$ cat src/rtl/pp_lift_pkg.sv
package pp_lift_pkg;
    typedef enum logic [1:0] {
        ST_IDLE   = 2'd0,
        ST_FILL   = 2'd1,
        ST_STREAM = 2'd2,
        ST_SWAP   = 2'd3
    } seq_state_t;
endpackage

$ cat src/rtl/pp_seq_ctrl.sv
module pp_seq_ctrl
    import pp_lift_pkg::*;
#(
    parameter int LATW = 6
) (
    input  logic            clk,
    input  logic            rst_n,
    input  logic            start,
    input  logic [LATW-1:0] lat_in,
    input  logic            snk_last,
    output logic            cfg_load,
    output logic            src_run,
    output logic            snk_run,
    output logic            busy,
    output logic            done
);
    seq_state_t state_q, state_d;
    logic [LATW-1:0] lat_q;
    logic [LATW-1:0] lat_cnt;

    // state register
    always_ff @(posedge clk or negedge rst_n) begin
        if (!rst_n) state_q <= ST_IDLE;
        else        state_q <= state_d;
    end

    // next state
    always_comb begin
        state_d = state_q;
        unique case (state_q)
            ST_IDLE:   if (start) state_d = (lat_in == '0) ? ST_STREAM : ST_FILL;
            ST_FILL:   if (lat_cnt == lat_q - 1'b1) state_d = ST_STREAM;
            ST_STREAM: if (snk_last) state_d = ST_SWAP;
            ST_SWAP:   state_d = ST_IDLE;
            default:   state_d = ST_IDLE;
        endcase
    end

    // latency counter
    always_ff @(posedge clk or negedge rst_n) begin
        if (!rst_n) begin
            lat_q   <= '0;
            lat_cnt <= '0;
        end else if (cfg_load) begin
            lat_q   <= lat_in;
            lat_cnt <= '0;
        end else if (state_q == ST_FILL) begin
            lat_cnt <= lat_cnt + 1'b1;
        end
    end

    // outputs
    always_comb begin
        cfg_load = 1'b0;
        src_run  = 1'b0;
        snk_run  = 1'b0;
        busy     = 1'b1;
        done     = 1'b0;
        unique case (state_q)
            ST_IDLE: begin
                busy     = 1'b0;
                cfg_load = start;
            end
            ST_FILL:   src_run = 1'b1;
            ST_STREAM: begin
                src_run = 1'b1;
                snk_run = 1'b1;
            end
            ST_SWAP:   done = 1'b1;
            default:   busy = 1'b0;
        endcase
    end
endmodule

$ cat src/rtl/pp_src_agen.sv
module pp_src_agen #(
    parameter int AW  = 5,
    parameter int SHW = 3
) (
    input  logic          clk,
    input  logic          rst_n,
    input  logic          clear,
    input  logic          run,
    input  logic [SHW-1:0] lsh,
    input  logic [AW-2:0] off,
    output logic          en,
    output logic [AW-1:0] word
);
    localparam logic [AW:0]   FULL = (AW+1)'(1) << AW;
    localparam logic [AW-2:0] ONES = '1;

    logic [AW:0]   cnt;
    logic [AW:0]   n_len;
    logic [AW-2:0] pmask;
    logic [AW-2:0] pair;

    assign n_len = FULL >> lsh;
    assign pmask = ONES >> lsh;
    assign en    = run && (cnt < n_len);
    assign pair  = (off + cnt[AW-1:1]) & pmask;
    assign word  = {pair, cnt[0]};

    always_ff @(posedge clk or negedge rst_n) begin
        if (!rst_n)     cnt <= '0;
        else if (clear) cnt <= '0;
        else if (en)    cnt <= cnt + 1'b1;
    end
endmodule

$ cat src/rtl/pp_snk_agen.sv
module pp_snk_agen #(
    parameter int AW  = 5,
    parameter int SHW = 3
) (
    input  logic           clk,
    input  logic           rst_n,
    input  logic           clear,
    input  logic           run,
    input  logic [SHW-1:0] lsh,
    input  logic           split,
    output logic           en,
    output logic           last,
    output logic [AW-1:0]  word
);
    localparam logic [AW:0]   FULL = (AW+1)'(1) << AW;
    localparam logic [AW-1:0] HALF = AW'(1) << (AW-1);

    logic [AW:0]   cnt;
    logic [AW:0]   n_len;
    logic [AW-1:0] page_bit;
    logic [AW-1:0] j_word;
    logic [AW-1:0] il_word;
    logic [AW-1:0] sp_word;

    assign n_len    = FULL >> lsh;
    assign page_bit = HALF >> lsh;
    assign en       = run && (cnt < n_len);
    assign last     = en && (cnt == n_len - 1'b1);
    assign j_word   = {1'b0, cnt[AW-1:1]};
    assign il_word  = {cnt[AW-1:1], cnt[0]};
    assign sp_word  = cnt[0] ? (j_word | page_bit) : j_word;
    assign word     = split ? sp_word : il_word;

    always_ff @(posedge clk or negedge rst_n) begin
        if (!rst_n)     cnt <= '0;
        else if (clear) cnt <= '0;
        else if (en)    cnt <= cnt + 1'b1;
    end
endmodule

$ cat src/rtl/pp_host_gate.sv
module pp_host_gate #(
    parameter int AW = 5
) (
    input  logic          busy,
    input  logic          act_bank,
    input  logic [1:0]    rd_half,
    input  logic          host_req,
    input  logic          host_we,
    input  logic          host_bank,
    input  logic [AW-1:0] host_word,
    output logic          host_ok,
    output logic          host_err,
    output logic [AW+1:0] host_addr
);
    logic half;

    assign host_err  = host_req && busy && (host_bank == act_bank);
    assign host_ok   = host_req && !host_err;
    assign half      = host_we ? ~rd_half[host_bank] : rd_half[host_bank];
    assign host_addr = {host_bank, half, host_word};
endmodule

$ cat src/rtl/pp_lift_mem.sv
module pp_lift_mem #(
    parameter int AW   = 5,
    parameter int LENW = 3,
    parameter int LATW = 6
) (
    input  logic            clk,
    input  logic            rst_n,
    input  logic            start,
    input  logic            bank_sel,
    input  logic [LENW-1:0] len_code,
    input  logic [AW-2:0]   rd_off,
    input  logic            split_mode,
    input  logic [LATW-1:0] lat,
    input  logic            host_req,
    input  logic            host_we,
    input  logic            host_bank,
    input  logic [AW-1:0]   host_word,
    output logic            rd_en,
    output logic [AW+1:0]   rd_addr,
    output logic            wr_en,
    output logic [AW+1:0]   wr_addr,
    output logic            busy,
    output logic            done,
    output logic            host_ok,
    output logic            host_err,
    output logic [AW+1:0]   host_addr
);
    localparam int SHW = $clog2(AW);

    logic           cfg_load, src_run, snk_run, snk_last;
    logic           bank_q, split_q;
    logic [SHW-1:0] lsh_q, lsh_in;
    logic [AW-2:0]  off_q;
    logic [1:0]     rd_half;
    logic [AW-1:0]  src_word, snk_word;

    assign lsh_in = (int'(len_code) >= AW - 1) ? SHW'(AW - 1) : SHW'(len_code);

    always_ff @(posedge clk or negedge rst_n) begin
        if (!rst_n) begin
            bank_q  <= 1'b0;
            split_q <= 1'b0;
            lsh_q   <= '0;
            off_q   <= '0;
        end else if (cfg_load) begin
            bank_q  <= bank_sel;
            split_q <= split_mode;
            lsh_q   <= lsh_in;
            off_q   <= rd_off;
        end
    end

    // role of each bank's halves; toggles when its step completes
    always_ff @(posedge clk or negedge rst_n) begin
        if (!rst_n)    rd_half <= 2'b00;
        else if (done) rd_half[bank_q] <= ~rd_half[bank_q];
    end

    pp_seq_ctrl #(.LATW(LATW)) u_seq (
        .clk(clk), .rst_n(rst_n), .start(start), .lat_in(lat),
        .snk_last(snk_last), .cfg_load(cfg_load), .src_run(src_run),
        .snk_run(snk_run), .busy(busy), .done(done)
    );

    pp_src_agen #(.AW(AW), .SHW(SHW)) u_src (
        .clk(clk), .rst_n(rst_n), .clear(cfg_load), .run(src_run),
        .lsh(lsh_q), .off(off_q), .en(rd_en), .word(src_word)
    );

    pp_snk_agen #(.AW(AW), .SHW(SHW)) u_snk (
        .clk(clk), .rst_n(rst_n), .clear(cfg_load), .run(snk_run),
        .lsh(lsh_q), .split(split_q), .en(wr_en), .last(snk_last),
        .word(snk_word)
    );

    pp_host_gate #(.AW(AW)) u_host (
        .busy(busy), .act_bank(bank_q), .rd_half(rd_half),
        .host_req(host_req), .host_we(host_we), .host_bank(host_bank),
        .host_word(host_word), .host_ok(host_ok), .host_err(host_err),
        .host_addr(host_addr)
    );

    assign rd_addr = {bank_q, rd_half[bank_q], src_word};
    assign wr_addr = {bank_q, ~rd_half[bank_q], snk_word};
endmodule

$ cat config.mk
export PLATFORM = sky130hd
export DESIGN_NAME = pp_lift_mem
export DESIGN_NICKNAME = d
export VERILOG_FILES = /design/src/rtl/pp_lift_pkg.sv /design/src/rtl/pp_seq_ctrl.sv /design/src/rtl/pp_src_agen.sv /design/src/rtl/pp_snk_agen.sv /design/src/rtl/pp_host_gate.sv /design/src/rtl/pp_lift_mem.sv
export SDC_FILE = /design/constraint.sdc
export NUM_CORES = 1
export LEC_CHECK = 0
export BUFFER_PORTS_ARGS = -buffer_cell sky130_fd_sc_hd__buf_4
export CORE_MARGIN = 2
export CORE_UTILIZATION = 50
export DETAILED_ROUTE_END_ITERATION = 10
export PLACE_DENSITY = 0.79
export SETUP_SLACK_MARGIN = 0.2
export SLEW_MARGIN = 0
export SYNTH_ARGS = -nofsm -noshare
export SYNTH_HDL_FRONTEND = slang
export SYNTH_SLANG_ARGS = --single-unit
$ cat constraint.sdc
create_clock -name clk -period 2.8 [get_ports clk]
set_clock_uncertainty 0.2 [all_clocks]
set_input_delay 0.42 -clock clk [delete_from_list [all_inputs] [get_ports clk]]
set_output_delay 0.42 -clock clk [all_outputs]
set_load 0.05 [all_outputs]
Word level (Yosys, flattened, before mapping)
Cells that the tools add are included.

storage, ports and cells
  bits in registers = 37
  bits of input ports = 26
  output and inout port bits = 27
  word-level logic and storage cells = 80

cells by class
  add/sub/neg operators = 6
  order comparisons = 6
  equality and inequality tests = 9
  shifts and indexed selects = 3
  multiplexer cells = 27
  bitwise logic cells = 4
  reduce and logical (&&, ||, !) cells = 15

operator list
  operator             number
  $mux 6               6
  $add 6x1->6 const B  3
  $eq 6x6->1           2
  $lt 6x6->1           2
  $sub 6x1->6 const B  2
  $mux 1               11
  $mux 5               2
  $mux 2               4
  $pmux 2 s4           1
  $logic_and 1x1->1    7
  $logic_not 6->1      1
  $reduce_bool 2->1    3
  $shr 6x3->6 const A  1
  $or 4x5->5           1
  $shr 5x3->5 const A  1
  $add 4x4->4          1
  $and 4x4->4          1
  $eq 2x2->1 const B   2
  $lt 1x2->1 const B   2
  $ne 2x2->1 const B   2
  $shr 4x3->4 const A  1
  $ge 3x3->1 const B   1
  $mux 3               1
  $reduce_and 3->1     1
  other kinds (10)     11

Longest topological paths before layout
  depth in word-level cells = 6
  depth in mapped cells = 10
  gate-level depth less buffers = 9

Modules after synthesis
From an unflattened synthesis, not the netlist that was laid out.

second synthesis, totals
  cells, all modules = 294
  area total of the unflattened synthesis = 2791.4 sq um

by module, submodules not included
  module        instances  cells an instance  area each (sq um)  sequential area each (sq um)
  pp_seq_ctrl   1          93                 847.1              350.3
  pp_snk_agen   1          88                 740.7              150.1
  pp_src_agen   1          68                 633.1              150.1
  pp_lift_mem   1          33                 476.7              275.3
  pp_host_gate  1          12                 93.8               0.0

Worst setup path after synthesis
Ideal clock, no wire load.

  kind = register -> register
  start = reg lsh_q[1]
  end = reg u_src.cnt[3]
  setup time = 132 ps
  data arrival time = 2732 ps
  data required time = 2468 ps
  path slack = -264 ps
  cell stages (with the launch flop) = 9
  path buffers = 0
  clock period less this slack = 3064 ps
  cells stage by stage = dfrtp_1 inv_1 or3_1 ha_1 and3_1 a2111oi_4 nand4_1 xor2_1 nor2_1

on the way
  word-level cells in the longest chain between the ends = 4

RTL lines
  element                             RTL line           source
  from (decl)                         pp_lift_mem.sv:32  logic [SHW-1:0] lsh_q, lsh_in;
  from (signal assigned)              pp_lift_mem.sv:48  lsh_q <= lsh_in;
  $shr 6x3->6                         pp_src_agen.sv:22  assign n_len = FULL >> lsh;
  $lt 6x6->1                          pp_src_agen.sv:24  assign en = run && (cnt < n_len);
  $logic_and 1x1->1                   pp_src_agen.sv:24
  via rd_en                           pp_lift_mem.sv:18  output logic rd_en,
  $reduce_bool 2->1 (no source line)  -
  to (signal assigned)                pp_src_agen.sv:31  else if (en) cnt <= cnt + 1'b1;
  to (decl)                           pp_src_agen.sv:17  logic [AW:0] cnt;

The timed path passes the listed nets, and every way through them passes these cells.
A chain may end at the register's enable or synchronous reset.

Worst setup path in the final report
  start = reg lsh_q[2]
  end = out rd_en

on the way
  word-level cells in the longest chain between the ends = 3

RTL lines
  element            RTL line
  $shr 6x3->6        pp_src_agen.sv:22
  $lt 6x6->1         pp_src_agen.sv:24
  $logic_and 1x1->1  pp_src_agen.sv:24
  to (decl)          pp_lift_mem.sv:18

No other way between the ends.

==> impl_metrics.tcl <==
set metrics [dict create \
    place_hpwl_um 4190 \
    synth_cells 292 \
    cp-start-kind "flip-flop" \
    swShare 0.490 \
    setup_viol 2 \
    post-route-min-period_ps 2850 \
    tightest_slew_ps 463 \
    cts_root_buf "clkbuf_8" \
    layout-drive-gt1-share 0.274 \
    synth_area_leaders "dfrtp_1 35%, ha_1 15%, xnor2_1 7.6%" \
    synth_seq_area_share 0.349 \
    cts_tree "done" \
    p_leak_uw 0.00157 \
    yosys_warnings 0 \
    finalWorstSetupSlack_ps -52.7 \
    syn_nets 350 \
    die_area_mm2 0.00591 \
    yosysTopAreaCell "dfrtp_1" \
    htreeDepth 2 \
    synth_common_cells "47 x nand2_1, 37 x dfrtp_1, 31 x ha_1" \
    finalCritPeriodShare 1.02 \
    vias 2151 \
    cap_violations 0 \
    worstSetupPathType "reg2out" \
    drtIter0Drc 98 \
    clkPwrFrac 0.089 \
    relSlewSlack 0.691 \
    synth.top_cell.area_share 0.349 \
    io_buffers 42 \
    wl_per_cell_um 14.6 \
    worstSetupEndpointType "output port" \
    fp.coreArea_mm2 0.00511 \
    drt_pass1_iterations 4 \
    min_path_type "in2reg" \
    ys_ff_latch 37 \
    grt_usage 0.208 \
    violations "negative setup slack" \
    cts_buffers 5 \
    place_congestion 0.884 \
    arrival_ps 2230 \
    p_per_area_mw_per_mm2 1260 \
    power.switching_uw 2060 \
    drc_errors 0 \
    die_y_um 76.9 \
    clk_pin_slew_ps 70 \
    synth_edf_count 0 \
    fillerInstances 417 \
    place_ws_ps -3.78 \
    worstPathMaxFanout 6 \
    n_antenna_cell 0 \
    p_seq_frac 0.240 \
    totalPowerFinal_uw 4210 \
    wirelength_um 5970 \
    required_ps 2180 \
    grt_start_max_net_pins 38 \
    via_per_inst 5.25 \
    slew_violations 0 \
    grt_pass1_vias 2153 \
    antenna_found_initial 0 \
    peakVddDrop_mv 0.791 \
    synth_ff_type "dfrtp_1" \
    async_flop_share 1.00 \
    synth_area_mm2 0.00266 \
    place_inst 388 \
    pin_count 53 \
    status "finished, violations left" \
    clock_latency_ps 290 \
    flow.area_growth_from_synthesis_pct 26.1 \
    clock_sinks 37 \
    internal_power_uw 2150 \
    ant_nets 0 \
    syn_area_per_cell_um2 9.10 \
    rsz0062_at_grt "true" \
    grt_overflow_total 0 \
    comb_power_share 0.672 \
    clk_path_buf_depth 2 \
    grt_pass1_wl_um 9970 \
    nNetsFinal 397 \
    initial_utilization 0.520 \
    max_freq_mhz 351 \
    yosysMostFrequentCell "nand2_1" \
    layout.cells.non_filler 410 \
    row_count 26 \
    synth_cell_type_count 42 \
    hold_violations 0 \
    die_x_um 76.9 \
    fin_setup_tns_ps -93.7 \
]
## placed cells by master (no fill, tap or decap), drive strengths merged, types with 2 or more instances in the layout
| master | netlist | final |
|---|---|---|
| buf | 12 | 58 |
| nand2 | 47 | 47 |
| dfrtp | 37 | 37 |
| ha | 31 | 31 |
| xnor2 | 23 | 23 |
| nor2 | 23 | 23 |
| inv | 20 | 20 |
| o21ai | 15 | 15 |
| xor2 | 10 | 10 |
| nand4 | 8 | 8 |
| mux2i | 7 | 7 |
| a21oi | 7 | 7 |
| clkbuf | 7 | 7 |
| or3 | 5 | 5 |
| nand3b | 4 | 4 |
| o211ai | 3 | 3 |
| nand2b | 3 | 3 |
| and3 | 3 | 3 |
| nor2b | 3 | 3 |
| nor3 | 3 | 3 |
| and2 | 2 | 2 |
| nor4 | 2 | 2 |
| a211oi | 2 | 2 |
## per-stage QoR
step / area [um^2] / utilization / hold WS (ps)
after floorplan: 2730 / - / -75.6
after global placement: 3050 / 0.598 / 208
after detailed placement: 3050 / 0.598 / 214
after CTS: 3270 / 0.639 / 112
after global routing: 3350 / 0.656 / 115
final: 3350 / 0.656 / 115
## critical path, cell delays in order, from the launching register on
cell       delay (ps)
dfrtp_2           420
buf_4             130
inv_2              40
or3_4             370
ha_4              180
a21oi_4           120
o21ai_2            90
a2111oi_4         390
buf_6             210
## registers in the layout, summed over array words and instances (netlist names)
name / cells
u_seq.lat_cnt: 6
u_seq.state_q: 2
u_src.cnt: 6
bank_q: 1
u_snk.cnt: 6
off_q: 4
u_seq.lat_q: 6
lsh_q: 3
rd_half: 2
split_q: 1
## worst paths after layout
path | startpoint | to | slack, ps | depth (start not counted)
max in group asynchronous | rst_n | u_src.cnt[1]$_DFFE_PN0P_ | 1630 | 2
min in group asynchronous | rst_n | rd_half[0]$_DFFE_PN0P_ | 420 | 2
setup reg to reg | lsh_q[2]$_DFFE_PN0P_ | u_seq.state_q[1]$_DFFE_PN0P_ | 10 | 9
hold / removal | rd_off[0] | off_q[0]$_DFFE_PN0P_ | 120 | 3
setup / recovery | lsh_q[2]$_DFFE_PN0P_ | rd_en | -50 | 8
hold reg to reg | off_q[2]$_DFFE_PN0P_ | off_q[2]$_DFFE_PN0P_ | 290 | 2
## per-layer routing
metal  track usage  share of wire  vias up
met4        0.0600          0.014        0
met5             0              0        -
met2         0.363           0.49       57
met3        0.0341          0.042        8
li1              -              -     1060
met1         0.264           0.45     1026
## timing repair
action | CTS | global route
hold endpoints to repair | 37 | 0
gates resized for setup | 11 | 5
buffers inserted | 9 | 4
pin swaps | 5 | 3
cloned | 0 | 0
hold buffers | 1 | 0
endpoints found under the setup margin | 10 | 18
## power by group through the flow
stage          combinational, uW  sequential [uW]  clock [uW]
2_1_floorplan               2010              913           0
4_1_cts                     2730             1000         379
3_5_place_dp                2510             1020           0
3_3_place_gp                2460              999           0
6_report                    2830             1010         373
5_1_grt                     3070             1040         404
## area by class of cell
type                            instances  area [um^2]  share of cell area
Inverter                               20         75.1              0.0224
Tap cell                               70         87.6              0.0261
Clock inverter                          1         7.51             0.00224
Clock buffer                            7         76.3              0.0228
Timing Repair Buffer                   59          473               0.141
Sequential cell                        37          931               0.278
Multi-Input combinational cell        216         1700               0.507
## kinds of logic (layout without fill, tap and decap cells)
group,after synthesis,after routing,synth area share
buffers and inverters,39,87,0.0711
adder cells (fa/ha/maj),32,32,0.154
multiplexers,8,8,0.0320
XOR/XNOR,33,33,0.109
AO/OA/AOI/OAI,35,35,0.0871
AND/OR/NAND/NOR,108,108,0.199
flip-flops,37,37,0.349
No activity file was read; power rests on OpenSTA's default activity.
